--- src/rtl/stt_pkg.sv ---
package stt_pkg;

    localparam int PRE_W  = 16;
    localparam int CNT_W  = 32;
    localparam int DATA_W = 32;
    localparam int ADDR_W = 2;

    // Mode word bit positions
    localparam int B_ALM_IE  = 16;
    localparam int B_INC_IE  = 17;
    localparam int B_RESTART = 18;
    localparam int B_HALT    = 20;
    localparam int B_SRC     = 24;

    localparam logic [DATA_W-1:0] MODE_RST  = 32'h0000_8000;
    localparam logic [CNT_W-1:0]  ALARM_RST = '1;
    localparam logic [PRE_W-1:0]  MIN_PM1   = 2;

    typedef enum logic [ADDR_W-1:0] {
        A_MODE   = 2'd0,
        A_ALARM  = 2'd1,
        A_VALUE  = 2'd2,
        A_STATUS = 2'd3
    } reg_addr_e;

    typedef struct packed {
        logic             src_tick;
        logic             halt;
        logic             inc_ie;
        logic             alm_ie;
        logic [PRE_W-1:0] presc;
    } mode_t;

    typedef struct packed {
        logic inc;
        logic alarm;
    } flags_t;

    function automatic mode_t unpack_mode(input logic [DATA_W-1:0] w);
        mode_t m;
        m.src_tick = w[B_SRC];
        m.halt     = w[B_HALT];
        m.inc_ie   = w[B_INC_IE];
        m.alm_ie   = w[B_ALM_IE];
        m.presc    = w[PRE_W-1:0];
        return m;
    endfunction

    function automatic logic [DATA_W-1:0] pack_mode(input mode_t m);
        logic [DATA_W-1:0] w;
        w              = '0;
        w[B_SRC]       = m.src_tick;
        w[B_HALT]      = m.halt;
        w[B_INC_IE]    = m.inc_ie;
        w[B_ALM_IE]    = m.alm_ie;
        w[PRE_W-1:0]   = m.presc;
        return w;
    endfunction

    // Last divider count before roll-over: 0 -> full range, 1/2 -> clamp to 3
    function automatic logic [PRE_W-1:0] period_m1(input logic [PRE_W-1:0] p);
        if (p == '0)
            return '1;
        else if (p <= MIN_PM1)
            return MIN_PM1;
        else
            return p - 1'b1;
    endfunction

endpackage

--- src/rtl/stt_prescaler.sv ---
module stt_prescaler #(
    parameter int W = stt_pkg::PRE_W
) (
    input  logic         clk,
    input  logic         rst,
    input  logic         enable,
    input  logic         restart,
    input  logic [W-1:0] last_cnt,
    output logic         roll
);
    logic [W-1:0] div_q;

    assign roll = enable && !restart && (div_q == last_cnt);

    always_ff @(posedge clk) begin
        if (rst)
            div_q <= '0;
        else if (restart)
            div_q <= '0;
        else if (enable)
            div_q <= roll ? '0 : div_q + 1'b1;
    end

    a_r2_div_step: assert property (@(posedge clk) disable iff (rst)
        (enable && !restart && div_q != last_cnt) |=> div_q == $past(div_q) + 1'b1);

    a_r7_div_reload: assert property (@(posedge clk) disable iff (rst)
        restart |=> div_q == '0);

    a_r6_div_hold: assert property (@(posedge clk) disable iff (rst)
        (!enable && !restart) |=> $stable(div_q));

    a_r4_min_period: assert property (@(posedge clk) disable iff (rst)
        last_cnt >= W'(2));

endmodule

--- src/rtl/stt_counter.sv ---
module stt_counter #(
    parameter int W = stt_pkg::CNT_W
) (
    input  logic         clk,
    input  logic         rst,
    input  logic         enable,
    input  logic         restart,
    input  logic         use_tick,
    input  logic         tick_in,
    input  logic         roll,
    input  logic [W-1:0] alarm_val,
    output logic [W-1:0] count,
    output logic         inc_ev,
    output logic         alarm_hit
);
    logic         tick_d;
    logic         tick_rise;
    logic [W-1:0] count_nx;

    assign tick_rise = tick_in && !tick_d;
    assign inc_ev    = enable && !restart && (use_tick ? tick_rise : roll);
    assign count_nx  = count + 1'b1;
    assign alarm_hit = inc_ev && (count_nx == alarm_val);

    always_ff @(posedge clk) begin
        if (rst) begin
            tick_d <= 1'b0;
            count  <= '0;
        end else begin
            tick_d <= tick_in;
            if (restart)
                count <= '0;
            else if (inc_ev)
                count <= count_nx;
        end
    end

    a_r7_count_clear: assert property (@(posedge clk) disable iff (rst)
        restart |=> count == '0);

    a_r6_count_freeze: assert property (@(posedge clk) disable iff (rst)
        (!enable && !restart) |=> $stable(count));

    a_r5_single_step: assert property (@(posedge clk) disable iff (rst)
        !restart |=> (count == $past(count) || count == $past(count) + 1'b1));

endmodule

--- src/rtl/stt_status.sv ---
module stt_status (
    input  logic            clk,
    input  logic            rst,
    input  logic            inc_set,
    input  logic            alm_set,
    input  logic            clr,
    input  logic            inc_ie,
    input  logic            alm_ie,
    output stt_pkg::flags_t flags,
    output logic            irq
);
    import stt_pkg::*;

    always_ff @(posedge clk) begin
        if (rst) begin
            flags <= '0;
        end else begin
            flags.inc   <= inc_set || (flags.inc   && !clr);
            flags.alarm <= alm_set || (flags.alarm && !clr);
        end
    end

    assign irq = (flags.alarm && alm_ie) || (flags.inc && inc_ie);

    a_r10_read_clear: assert property (@(posedge clk) disable iff (rst)
        (clr && !inc_set) |=> !flags.inc);

    a_r10_set_wins: assert property (@(posedge clk) disable iff (rst)
        inc_set |=> flags.inc);

    a_r9_alarm_set: assert property (@(posedge clk) disable iff (rst)
        alm_set |=> flags.alarm);

endmodule

--- src/rtl/slow_tick_timer.sv ---
module slow_tick_timer (
    input  logic        clk,
    input  logic        rst,
    input  logic        wp_en,
    input  logic        tick_1hz,
    input  logic        reg_wr,
    input  logic        reg_rd,
    input  logic [1:0]  reg_addr,
    input  logic [31:0] reg_wdata,
    output logic [31:0] reg_rdata,
    output logic        irq
);
    import stt_pkg::*;

    mode_t             mode_q;
    logic [CNT_W-1:0]  alarm_q;
    logic [CNT_W-1:0]  count;
    logic [PRE_W-1:0]  last_cnt;
    logic              wr_mode, restart, st_clr, enable;
    logic              roll, inc_ev, alarm_hit;
    flags_t            flags;
    reg_addr_e         addr;

    assign addr     = reg_addr_e'(reg_addr);
    assign wr_mode  = reg_wr && (addr == A_MODE) && !wp_en;
    assign restart  = wr_mode && reg_wdata[B_RESTART];
    assign st_clr   = reg_rd && (addr == A_STATUS);
    assign enable   = !mode_q.halt;
    assign last_cnt = period_m1(mode_q.presc);

    always_ff @(posedge clk) begin
        if (rst) begin
            mode_q  <= unpack_mode(MODE_RST);
            alarm_q <= ALARM_RST;
        end else begin
            if (wr_mode)
                mode_q <= unpack_mode(reg_wdata);
            if (reg_wr && addr == A_ALARM)
                alarm_q <= reg_wdata[CNT_W-1:0];
        end
    end

    always_comb begin
        reg_rdata = '0;
        case (addr)
            A_MODE:   reg_rdata = pack_mode(mode_q);
            A_ALARM:  reg_rdata = alarm_q;
            A_VALUE:  reg_rdata = count;
            A_STATUS: reg_rdata[1:0] = flags;
            default:  reg_rdata = '0;
        endcase
    end

    stt_prescaler #(.W(PRE_W)) u_presc (
        .clk      (clk),
        .rst      (rst),
        .enable   (enable),
        .restart  (restart),
        .last_cnt (last_cnt),
        .roll     (roll)
    );

    stt_counter #(.W(CNT_W)) u_count (
        .clk       (clk),
        .rst       (rst),
        .enable    (enable),
        .restart   (restart),
        .use_tick  (mode_q.src_tick),
        .tick_in   (tick_1hz),
        .roll      (roll),
        .alarm_val (alarm_q),
        .count     (count),
        .inc_ev    (inc_ev),
        .alarm_hit (alarm_hit)
    );

    stt_status u_status (
        .clk     (clk),
        .rst     (rst),
        .inc_set (inc_ev),
        .alm_set (alarm_hit),
        .clr     (st_clr),
        .inc_ie  (mode_q.inc_ie),
        .alm_ie  (mode_q.alm_ie),
        .flags   (flags),
        .irq     (irq)
    );

    a_r8_protect: assert property (@(posedge clk) disable iff (rst)
        (reg_wr && addr == A_MODE && wp_en) |=> $stable(mode_q));

endmodule

--- config.mk ---
export PLATFORM = sky130hd
export DESIGN_NAME = slow_tick_timer
export DESIGN_NICKNAME = d
export VERILOG_FILES = /design/src/rtl/stt_pkg.sv /design/src/rtl/stt_prescaler.sv /design/src/rtl/stt_counter.sv /design/src/rtl/stt_status.sv /design/src/rtl/slow_tick_timer.sv
export SDC_FILE = /design/constraint.sdc
export NUM_CORES = 1
export LEC_CHECK = 0
export BUFFER_PORTS_ARGS = -buffer_cell sky130_fd_sc_hd__buf_2
export CORE_MARGIN = 2
export CORE_UTILIZATION = 59
export CTS_BUF_LIST = sky130_fd_sc_hd__clkbuf_16
export DETAILED_ROUTE_END_ITERATION = 7
export PLACE_DENSITY = 0.85
export SLEW_MARGIN = 40
export SYNTH_ARGS = -nofsm -noshare
export SYNTH_HDL_FRONTEND = slang
export SYNTH_HIERARCHICAL = 1
export SYNTH_SLANG_ARGS = --single-unit
--- constraint.sdc ---
create_clock -name clk -period 5.05 [get_ports clk]
set_clock_uncertainty 0.15 [all_clocks]
set_input_delay 1.01 -clock clk [delete_from_list [all_inputs] [get_ports clk]]
set_output_delay 1.01 -clock clk [all_outputs]
set_load 0.01 [all_outputs]
==> impl_metrics.json <==
{
  "worst_slack_ps": 500,
  "critPathMaxFanout": 16,
  "die_width_um": 108,
  "yosys_register_bits": 103,
  "avgSynthCellArea_um2": 7.94,
  "slowest_stage": "or4_4",
  "ioPinCount": 73,
  "required_ps": 5170,
  "hold_slack_ps": 341,
  "layout.nets": 892,
  "ant_nets": 0,
  "critPathCaptureType": "flip-flop",
  "async_flop_share_pct": 0,
  "cts_buffers": 9,
  "critPathKind": "flip-flop to flip-flop",
  "die_h_um": 108,
  "viasPerCell": 6.00,
  "ir_worst_vdd_mv": 0.261,
  "vias": 5931,
  "grt_pass1_wl_um": 28500,
  "die_area_um2": 11700,
  "grt_max_degree": 58,
  "setup-tns-final_ps": 0,
  "yosysTopAreaCellShare_pct": 32.3,
  "slowest_delay_ps": 580,
  "placed_area_um2": 6710,
  "yosysMostFrequentCell": "nand2_1",
  "core_area_um2": 10400,
  "nFillCells": 901,
  "ff2ff_path_depth": 16,
  "synth.area.top_cells": "dfxtp_1 (32%), nand2_1 (9.3%), xor2_1 (8.1%)",
  "drive_above_1_share_pct": 14.2,
  "cp.arrival_ps": 4670,
  "synthFlopType": "dfxtp_1",
  "antenna_cells": 0,
  "synth_top_cell_by_area": "dfxtp_1",
  "post_cts_resized": 0,
  "drtPass1Iterations": 5,
  "crit_chain": "or4_4, or4_4, or3_1, o211ai_1, xor2_1, nor4_1, nand4b_1, nor3_1, nand2b_1, a21bo_2, a2111oi_0, nand4_1, nor4_1, and4_1, inv_1, a21oi_1",
  "gr-total-overflow": 0,
  "placed_cells": 973,
  "totalWireLength_um": 17400,
  "synth_common_cells": "nand2_1 (158), dfxtp_1 (103), nor2_1 (78), xor2_1 (59), xnor2_1 (55)",
  "rsz0062_at_grt": "no",
  "ys_warn_count": 6,
  "finalNonFillerCells": 989,
  "p_seq_share_pct": 49.2,
  "drv_slew": 0,
  "cts_sinks": 103,
  "cp-endpoint": "u_status/flags[0]$_SDFF_PP0_",
  "dp_hpwl_um": 13000,
  "period_share_pct": 90.1,
  "wl_per_cell_um": 17.6,
  "cp.depth": 16,
  "timing.fmax_ghz": 0.220,
  "yosysUniqueCellTypes": 69,
  "path_delay_family": "simple AND/OR/NAND/NOR gates",
  "grtUsageTotal_pct": 31.4,
  "cts.htree.levels": 3,
  "first_global_vias": 5513,
  "syn_nets": 849,
  "setup_viol": 0,
  "place_ws_ps": 602,
  "yosysSeqAreaShare_pct": 32.3,
  "cts-root-buf": "clkbuf_16",
  "gp_congestion": 1.01,
  "route.detailed.drc": 0,
  "intPower_mw": 1.27,
  "path_buf_inv": 1,
  "rows": 37,
  "final_cell_area_um2": 6980,
  "crit_path_start_kind": "flip-flop",
  "critPathLaunch": "mode_q[8]$_SDFFE_PP0P_",
  "power.share.switching_pct": 27.5,
  "p_switching_mw": 0.480,
  "drt_iter0_markers": 524,
  "synth_edf_count": 0,
  "initial_core_util_pct": 61.3,
  "min_path_type": "flip-flop to flip-flop",
  "max_slew_margin_pct": 53.7,
  "hold_buffers": 0,
  "clock_latency_ps": 340,
  "p_leak_nw": 2.71,
  "p_total_mw": 1.75,
  "r2r-start": "mode_q[8]$_SDFFE_PP0P_",
  "cts_buffer_depth": 2,
  "path_clk_slew_ps": 70,
  "pwr-share-clk_pct": 37.5,
  "p_per_area_nw_per_um2": 250,
  "tightest_slew_ps": 695,
  "post_cts_buffers": 0,
  "reg2reg_to": "u_status/flags[0]$_SDFF_PP0_",
  "grt_antenna_before_repair": 0,
  "numPortBuffers": 72,
  "max-cap-violations": 0,
  "post-route-min-period_ps": 4550,
  "netlist_area_um2": 6390,
  "outcome": "finished clean",
  "syn_inst": 805,
  "cts_tree": "yes",
  "r2r_slack_ps": 500,
  "utilization_pct": 67.0,
  "hold_viol_final": 0,
  "syn2layout_area_growth_pct": 9.26,
  "pwr-share-comb_pct": 13.3
}
-- cell type report --
cell class	instances	area [µm²]	area share [%]
multi-input cells	643	4000	57.3
repair buffers	82	438	6.27
clock inverters	7	48.8	0.699
flip-flops and latches	103	2060	29.5
clock buffers	9	225	3.23
well taps	136	170	2.44
inverters	9	33.8	0.484
-- placed cells by master, fill, tap and decap left out, types with 5 or more instances in the layout --
cell type	instances
a21oi_1	30
a22o_1	13
and3_1	8
buf_2	71
buf_4	11
clkbuf_16	9
dfxtp_1	103
inv_1	9
mux2i_1	21
nand2_1	158
nand3_1	28
nand3b_1	34
nand4_1	15
nor2_1	78
nor2b_1	7
nor3_1	18
nor4_1	11
o21ai_0	29
or3_1	5
xnor2_1	55
xor2_1	59
-- cell families after synthesis --
logic type | share of synthesized area (%)
flip-flops | 32.3
AO/OA/AOI/OAI | 11.2
adder cells (fa/ha/maj) | 0.783
multiplexers | 3.99
AND/OR/NAND/NOR | 30.9
buffers and inverters | 5.21
XOR/XNOR | 15.6
-- state kept, by name, indices dropped and copies added, names as in the netlist --
name / count
alarm_q: 32
u_presc/div_q: 16
mode_q: 20
u_count/tick_d: 1
u_count/count: 32
u_status/flags: 2
-- worst reg2reg max path, delay by kind of cell, from the launching register on --
family	cells	cell delay, ps
AND/OR/NAND/NOR	10	2860
AO/OA/AOI/OAI	4	980
flip-flops	1	370
XOR/XNOR	1	90
buffers and inverters	1	40
-- routing by layer --
layer	GRT usage [%]	vias to the layer above	routed length [µm]
met1	45.2	2751	7500
met4	9.25	0	495
met2	48.1	288	7810
met3	5.67	48	1560
met5	0	-	0
li1	-	2844	-
-- how the worst min path moves through the flow --
stage / start / end / slack [ps] / cells after the start
floorplan: mode_q[17]$_SDFFE_PP0P_ / mode_q[17]$_SDFFE_PP0P_ / 300 / 2
global placement: mode_q[18]$_SDFFE_PP0P_ / mode_q[18]$_SDFFE_PP0P_ / 320 / 2
detailed placement: mode_q[18]$_SDFFE_PP0P_ / mode_q[18]$_SDFFE_PP0P_ / 330 / 2
CTS: mode_q[18]$_SDFFE_PP0P_ / mode_q[18]$_SDFFE_PP0P_ / 340 / 2
global route: mode_q[18]$_SDFFE_PP0P_ / mode_q[18]$_SDFFE_PP0P_ / 380 / 2
finish: mode_q[18]$_SDFFE_PP0P_ / mode_q[18]$_SDFFE_PP0P_ / 340 / 2
-- power groups by stage --
stage / clock, mW / sequential [mW] / combinational, mW
after global placement: 0 / 0.877 / 0.227
after floorplan: 0 / 0.868 / 0.158
after detailed placement: 0 / 0.877 / 0.230
after CTS: 0.662 / 0.858 / 0.231
after global routing: 0.690 / 0.862 / 0.256
final: 0.654 / 0.859 / 0.233
(Power assumes the default switching activity.)
